`config.mk`:
```
export PLATFORM = sky130hd
export DESIGN_NAME = pll_lock_judge
export DESIGN_NICKNAME = d
export VERILOG_FILES = /design/src/rtl/pll_lock_pkg.sv /design/src/rtl/plj_width_meter.sv /design/src/rtl/plj_cfg_watch.sv /design/src/rtl/plj_run_tracker.sv /design/src/rtl/pll_lock_judge.sv
export SDC_FILE = /design/constraint.sdc
export NUM_CORES = 1
export LEC_CHECK = 0
export ABC_AREA = 1
export CORE_UTILIZATION = 35
export CTS_CLUSTER_SIZE = 40
export DETAILED_ROUTE_END_ITERATION = 7
export DONT_BUFFER_PORTS = 1
export HOLD_SLACK_MARGIN = 0.15
export SKIP_LAST_GASP = 1
export SLEW_MARGIN = 10
export SYNTH_ARGS = -nofsm -noshare
export SYNTH_HDL_FRONTEND = slang
export SYNTH_SLANG_ARGS = --single-unit
```
`constraint.sdc`:
```
create_clock -name clk -period 3.3 [get_ports clk]
set_input_delay 0.66 -clock clk [delete_from_list [all_inputs] [get_ports clk]]
set_output_delay 0.66 -clock clk [all_outputs]
set_load 0.02 [all_outputs]
```
`src/rtl/pll_lock_pkg.sv`:
```
package pll_lock_pkg;

    localparam int unsigned MEAS_W = 8;
    localparam int unsigned RUN_W  = 12;

    typedef logic [1:0] sel_t;

    typedef struct packed {
        logic run_active;
        logic enabled;
        logic unlock;
        logic lock;
    } status_t;

    typedef struct packed {
        logic valid;
        logic good;
    } verdict_t;

    function automatic int unsigned window_ps(sel_t code);
        case (code)
            2'd0:    return 3000;
            2'd1:    return 10000;
            2'd2:    return 30000;
            default: return 90000;
        endcase
    endfunction

    function automatic int unsigned window_cycles(sel_t code, int unsigned sample_ps);
        int unsigned n;
        n = window_ps(code) / sample_ps;
        if (n == 0) n = 1;
        return n;
    endfunction

    function automatic logic [RUN_W-1:0] target_count(sel_t code);
        logic [RUN_W-1:0] base;
        base = RUN_W'(32);
        return base << (2 * code);
    endfunction

endpackage

```
`src/rtl/plj_width_meter.sv`:
```
module plj_width_meter
    import pll_lock_pkg::*;
#(
    parameter int unsigned SAMPLE_PS = 1000,
    parameter int unsigned MW        = MEAS_W
) (
    input  logic     clk,
    input  logic     rst,
    input  logic     clear,
    input  logic     phase_err,
    input  logic     strobe,
    input  sel_t     win_sel,
    output verdict_t verdict
);
    localparam logic [MW-1:0] SAT = {MW{1'b1}};

    logic [MW-1:0] acc;
    logic [MW-1:0] total;
    logic [MW:0]   limit [4];

    for (genvar g = 0; g < 4; g++) begin : g_lim
        localparam int unsigned CYC = window_cycles(sel_t'(g), SAMPLE_PS);
        assign limit[g] = (MW + 1)'(CYC);
    end

    always_comb begin
        if (phase_err && acc != SAT) total = acc + MW'(1);
        else                          total = acc;
        verdict.valid = strobe;
        verdict.good  = ({1'b0, total} < limit[win_sel]);
    end

    always_ff @(posedge clk) begin
        if (rst || clear || strobe) acc <= '0;
        else                        acc <= total;
    end

endmodule

```
`src/rtl/plj_cfg_watch.sv`:
```
module plj_cfg_watch
    import pll_lock_pkg::*;
(
    input  logic clk,
    input  logic rst,
    input  sel_t win_sel,
    input  sel_t cnt_sel,
    output logic changed
);
    sel_t win_q;
    sel_t cnt_q;

    always_ff @(posedge clk) begin
        if (rst) begin
            win_q <= '0;
            cnt_q <= '0;
        end else begin
            win_q <= win_sel;
            cnt_q <= cnt_sel;
        end
    end

    assign changed = (win_q != win_sel) || (cnt_q != cnt_sel);

endmodule

```
`src/rtl/plj_run_tracker.sv`:
```
module plj_run_tracker
    import pll_lock_pkg::*;
#(
    parameter int unsigned RW = RUN_W
) (
    input  logic     clk,
    input  logic     rst,
    input  logic     enable,
    input  logic     restart,
    input  verdict_t verdict,
    input  sel_t     cnt_sel,
    output logic     lock,
    output logic     unlock,
    output logic     run_active
);
    logic [RW-1:0] run;
    logic [RW-1:0] target;
    logic [RW-1:0] run_nxt;

    always_comb begin
        target  = target_count(cnt_sel);
        run_nxt = (run >= target) ? target : run + RW'(1);
    end

    always_ff @(posedge clk) begin
        if (rst || !enable) begin
            run    <= '0;
            lock   <= 1'b0;
            unlock <= 1'b0;
        end else if (restart) begin
            run  <= '0;
            lock <= 1'b0;
        end else if (verdict.valid) begin
            if (verdict.good) begin
                run    <= run_nxt;
                lock   <= (run_nxt == target);
                unlock <= 1'b0;
            end else begin
                run    <= '0;
                lock   <= 1'b0;
                unlock <= 1'b1;
            end
        end
    end

    assign run_active = (run != '0);

endmodule

```
`src/rtl/pll_lock_judge.sv`:
```
module pll_lock_judge
    import pll_lock_pkg::*;
#(
    parameter int unsigned SAMPLE_PS = 1000
) (
    input  logic       clk,
    input  logic       rst,
    input  logic       enable,
    input  logic [1:0] win_sel,
    input  logic [1:0] cnt_sel,
    input  logic       phase_err,
    input  logic       cmp_strobe,
    output logic       lock_o,
    output logic       unlock_o,
    output logic [3:0] status_o
);
    verdict_t verdict;
    logic     cfg_changed;
    logic     run_active;
    status_t  status;

    plj_cfg_watch u_cfg (
        .clk     (clk),
        .rst     (rst),
        .win_sel (win_sel),
        .cnt_sel (cnt_sel),
        .changed (cfg_changed)
    );

    plj_width_meter #(.SAMPLE_PS(SAMPLE_PS)) u_meter (
        .clk       (clk),
        .rst       (rst),
        .clear     (!enable || cfg_changed),
        .phase_err (phase_err),
        .strobe    (cmp_strobe),
        .win_sel   (win_sel),
        .verdict   (verdict)
    );

    plj_run_tracker u_run (
        .clk        (clk),
        .rst        (rst),
        .enable     (enable),
        .restart    (cfg_changed),
        .verdict    (verdict),
        .cnt_sel    (cnt_sel),
        .lock       (lock_o),
        .unlock     (unlock_o),
        .run_active (run_active)
    );

    always_comb begin
        status.lock       = lock_o;
        status.unlock     = unlock_o;
        status.enabled    = enable;
        status.run_active = run_active;
    end

    assign status_o = status;

endmodule

```
## Yosys cells after proc, flatten, opt, wreduce, memory -nomap -nowiden

Cells that the tools add are included.
Widths: inputs -> output; s select.

| cells by class | value |
|---|---|
| add/sub/neg operators | 2 |
| $lt $le $gt $ge | 3 |
| equal/unequal tests | 4 |
| shift operators | 1 |
| muxes and demuxes | 8 |
| bitwise gates (word level) | 2 |
| reductions and logical operators | 10 |

Operators by type and width:

| operator | count |
|---|---|
| $mux 12 | 2 |
| $bmux 9 s2 | 1 |
| $mux 9 | 2 |
| $add 12x1->12 const B | 1 |
| $eq 12x12->1 | 1 |
| $ge 12x12->1 | 1 |
| $reduce_bool 12->1 | 1 |
| $shl 6x3->12 const A | 1 |
| $lt 8x9->1 | 1 |
| $add 8x1->8 const B | 1 |
| $mux 8 | 1 |
| $ne 8x8->1 const B | 1 |
| $logic_or 1x1->1 | 5 |
| $ne 2x2->1 | 2 |
| $ge 3x3->1 const B | 1 |
| $not 2->3 | 1 |
| $mux 1 | 2 |
| $reduce_and 2->1 | 1 |
| $reduce_or 2->1 | 1 |
| $logic_and 1x1->1 | 1 |
| $logic_not 1->1 | 1 |
| $not 1->1 | 1 |

| word-level totals | value |
|---|---|
| register bits | 26 |
| bits of input ports | 9 |
| output and inout bits | 6 |
| logic and storage cells | 36 |

## Logic depth before layout (Yosys ltp)

| logic depth | value |
|---|---|
| word-level depth | 6 |
| depth in mapped cells | 19 |
| depth with buffers taken out | 19 |

## Hierarchy

A second synthesis with hierarchy kept.

| unflattened totals | value |
|---|---|
| cell total of the unflattened synthesis | 351 |
| area, all modules | 2128.3 um^2 |

By module, submodules not included:

| module | instances | cells an instance | area each (um^2) | sequential area each (um^2) |
|---|---|---|---|---|
| plj_run_tracker | 1 | 217 | 1267.5 | 280.3 |
| plj_width_meter | 1 | 97 | 641.9 | 160.2 |
| plj_cfg_watch | 1 | 31 | 181.4 | 80.1 |
| pll_lock_judge | 1 | 6 | 37.5 | 0.0 |

## Least setup slack after synthesis

No wires, ideal clock.

| path | value |
|---|---|
| kind | register to register |
| from | register u_meter.acc[0] |
| to | register u_run.run[9] |
| setup time | 68 ps |
| arrival | 2265 ps |
| required time | 3232 ps |
| path slack | 967 ps |
| cell stages (with the launch flop) | 20 |
| path buffers | 1 |
| clock period less this slack | 2333 ps |
| path through | dfxtp_1 ha_1 inv_1 nor2_2 nand2_2 nand2_4 inv_2 nand2_1 xor2_1 inv_1 ha_1 a21oi_1 nand2_1 nor2_1 nand2_1 nand2_1 and2_4 buf_8 nand3_1 o21ai_2 |

| on the way | value |
|---|---|
| word-level cells in the longest chain between the ends | 5 |
| elaborated cells between the ends (all ways) | 6 |
| classes of those cells | 1 x add/sub; 1 x order compare; 1 x eq/ne; 2 x mux; 1 x reduce/logical |

Ends and longest elaborated chain:

| item | RTL line | source |
|---|---|---|
| from (decl) | plj_width_meter.sv:17 | `logic [MW-1:0] acc;` |
| from (signal assigned) | plj_width_meter.sv:35 | `else acc <= total;` |
| branches (longest 2 deep; another with $add 8x1->8) | -- |  |
| $mux 8 (*) | plj_width_meter.sv:27 | `if (phase_err && acc != SAT) total = acc + MW'(1);` |
| named net u_meter.total[4] | plj_width_meter.sv:18 | `logic [MW-1:0] total;` |
| $lt 8x9->1 (*) | plj_width_meter.sv:30 | `verdict.good = ({1'b0, total} < limit[win_sel]);` |
| $mux 12 (*) | plj_run_tracker.sv:34 | `if (verdict.good) begin` |
| to (signal assigned) | plj_run_tracker.sv:35 | `run <= run_nxt;` |
| to (decl) | plj_run_tracker.sv:16 | `logic [RW-1:0] run;` |

Mark *: on every way through the listed nets, which the timed path passes.
A chain may end at the register's enable or synchronous reset.

## Worst setup path after layout

| path | value |
|---|---|
| from | register u_meter.acc[0] |
| to | register u_run.run[5] |

The elaborated chain is that of the path after synthesis.

==> run metrics <==
outcome complete, no violations; CTS buffer count 3; total die area 5700 um^2; TritonRoute pass-1 iters 4; Worst-path clk slew 100 ps; slew margin rel. 0.623; starting DRC count in detailed routing 89; WL per Instance 11.9 um; Psw 0.000151 W; WP data arrival 2810 ps; pin count of the biggest net entering global routing 19; post-synthesis to final-layout area growth 5.96%; worst setup path startpoint u_meter.acc[0]$_SDFF_PP0_; number of synthesized register bits 26; pwr dens 323 nW/um^2; Worst Path Required 3510 ps; startpoint class of the critical path flip-flop; internal power 0.000497 W; Register Area 520 um^2; Slew @ Worst Pin 563 ps; mean number of vias per cell 4.94; clk sinks 26; Routed Wire Length 4400 um; post-route ant nets 0; Die H 75.5 um; max cap viols 0; GPL Wtd Cong 0.896; Nets 321; clock root buffer clkbuf_8; Core Rows 26; # Post-CTS Setup Buffers 0; Setup Total Neg Slack 0 ps; CP max FO 13; Leakage 0.892 nW; Final Cycle Share 0.789; Overall Global Routing Usage 0.172; # IOs 15; Fin Clk Skew 3.45 ps; fraction of layout cells with a size suffix above 1 0.0467; Hold Startpoint rst; final setup violation count 0; Clock Latency Late Sink 280 ps; cell area after synthesis 1890 um^2; Critical Path Sink Type flip-flop; worst min path class in2reg; Clk network pwr share 0.425; multi-input logic area 1140 um^2; FF-to-FF Start u_meter.acc[0]$_SDFF_PP0_; Seq/Total Area, Yosys 0.275; CTS tree built; Vias 1826; die width 75.5 um; Seq pwr share 0.491; Synth cell types 28; ANT cells 0; highest clock rate 384 MHz; number of global-route vias before repair 1652; post-cts gate resize count 0; core area 5140 um^2; Ys Warns 0; Post-route DRC 0; DP Worst Slack 453 ps; Fill cells 577; critical path class reg2reg; H-tree lvl count 1; Starting Density 0.368; Hold Vio Cnt, Final 0; total grt overflow 0; Final Non-Filler Cells 370; power consumption 0.000648 W; Peak VDD IR 0.000200 V; Mapped Nets 322; IO buf count 0; Sw Ratio 0.233; post-route setup slack 696 ps; clk buf depth 2; fin crit period 2600 ps; cells after synthesis 302; initial antenna violation count 0; first-pass GRT wire length 7380 um; Final Max Slew Viols 0; Comb power frac 0.084; RSZ-0062 raised after global routing no; cts hold-fix bufs 0; syn_area_per_cell 6.26 um^2; Post-Place Cells 366; Post-DP HPWL 3430 um
-- synth_stat cells, drive strengths merged --
cell	instances	area, um^2
o21bai	2	15.0
nand4	11	68.8
or2	1	6.26
a21o	1	7.51
o31ai	1	7.51
o21ai	14	73.8
a21oi	9	48.8
nor3	11	55.1
ha	11	138
dfxtp	26	521
clkbuf	1	3.75
and2	2	15.0
xor2	9	78.8
nand2	77	302
buf	6	50.0
nor2	45	171
inv	46	173
xnor2	3	26.3
nand3	26	130
-- kinds of logic after synthesis --
kind of cell | Yosys count | share of synthesized area
compound gates | 27 | 0.0807
xor+xnor | 12 | 0.0556
fa+ha+maj | 11 | 0.0728
buf+inv | 53 | 0.120
flops | 26 | 0.275
simple gates | 173 | 0.396
-- power groups by stage --
| stage | combinational (W) | sequential [W] | clock [W] |
|---|---|---|---|
| 2_1_floorplan | 0.0000482 | 0.000325 | 0 |
| 3_3_place_gp | 0.0000536 | 0.000325 | 0 |
| 3_5_place_dp | 0.0000540 | 0.000326 | 0 |
| 4_1_cts | 0.0000544 | 0.000318 | 0.000279 |
| 5_1_grt | 0.0000624 | 0.000319 | 0.000292 |
| 6_report | 0.0000544 | 0.000318 | 0.000275 |
-- critical path, cell delays in order (launching register included) --
cell	delay, ps
dfxtp_1	390
ha_1	160
inv_1	50
nor2_2	160
nand2_2	120
nand2_4	100
inv_2	50
nand2_1	60
xor2_1	190
inv_1	60
ha_1	300
a21oi_1	140
nand2_1	70
nor2_1	100
nand2_1	70
nand2_1	80
and2_4	240
nand3_1	120
o21ai_0	90
-- metal layers --
metal	wire length (um)	global-route usage	share of wire
met2	1940	0.289	0.44
met4	89	0.0597	0.020
met1	2190	0.215	0.50
met3	190	0.0423	0.043
met5	0	0	0
-- final timing paths --
path	end	slack (ps)	cells past startpoint
worst max-delay path	u_run.run[5]$_SDFFE_PP0P_	700	18
worst min register to register	u_meter.acc[5]$_SDFF_PP0_	540	2
worst max register to register	u_run.run[5]$_SDFFE_PP0P_	700	18
worst min-delay path	u_cfg.win_q[0]$_SDFF_PP0_	430	1
-- flip-flops by register name, summed over array words and instances (netlist names) --
name          count
u_meter.acc       8
u_run.run        12
u_run.unlock      1
u_run.lock        1
u_cfg.win_q       2
u_cfg.cnt_q       2
-- final cells by class --
type | count | area share
well taps | 70 | 0.0437
multi-input cells | 223 | 0.571
inverters | 46 | 0.0862
repair buffers | 1 | 0.00375
flip-flops and latches | 26 | 0.260
clock inverters | 1 | 0.0150
clock buffers | 3 | 0.0206
-- per-stage QoR --
| step | hold WS [ps] | cell area [um^2] | util |
|---|---|---|---|
| floorplan | 487 | 1890 | - |
| global placement | 515 | 1930 | 0.376 |
| detailed placement | 537 | 1930 | 0.376 |
| CTS | 431 | 2000 | 0.390 |
| global route | 417 | 2000 | 0.390 |
| finish | 433 | 2000 | 0.390 |
-- cells in the final DEF, fill, tap and decap left out --
cell / instances
a21o_1: 1
a21oi_1: 8
a21oi_2: 1
and2_1: 1
and2_4: 1
buf_4: 1
bufinv_16: 1
clkbuf_8: 3
dfxtp_1: 26
ha_1: 11
inv_1: 44
inv_2: 2
nand2_1: 74
nand2_2: 2
nand2_4: 1
nand3_1: 26
nand4_1: 11
nor2_1: 44
nor2_2: 1
nor3_1: 11
o21ai_0: 13
o21ai_2: 1
o21bai_1: 2
o31ai_1: 1
or2_1: 1
xnor2_1: 3
xor2_1: 9
Note: power is estimated with default switching activity, not from simulation.
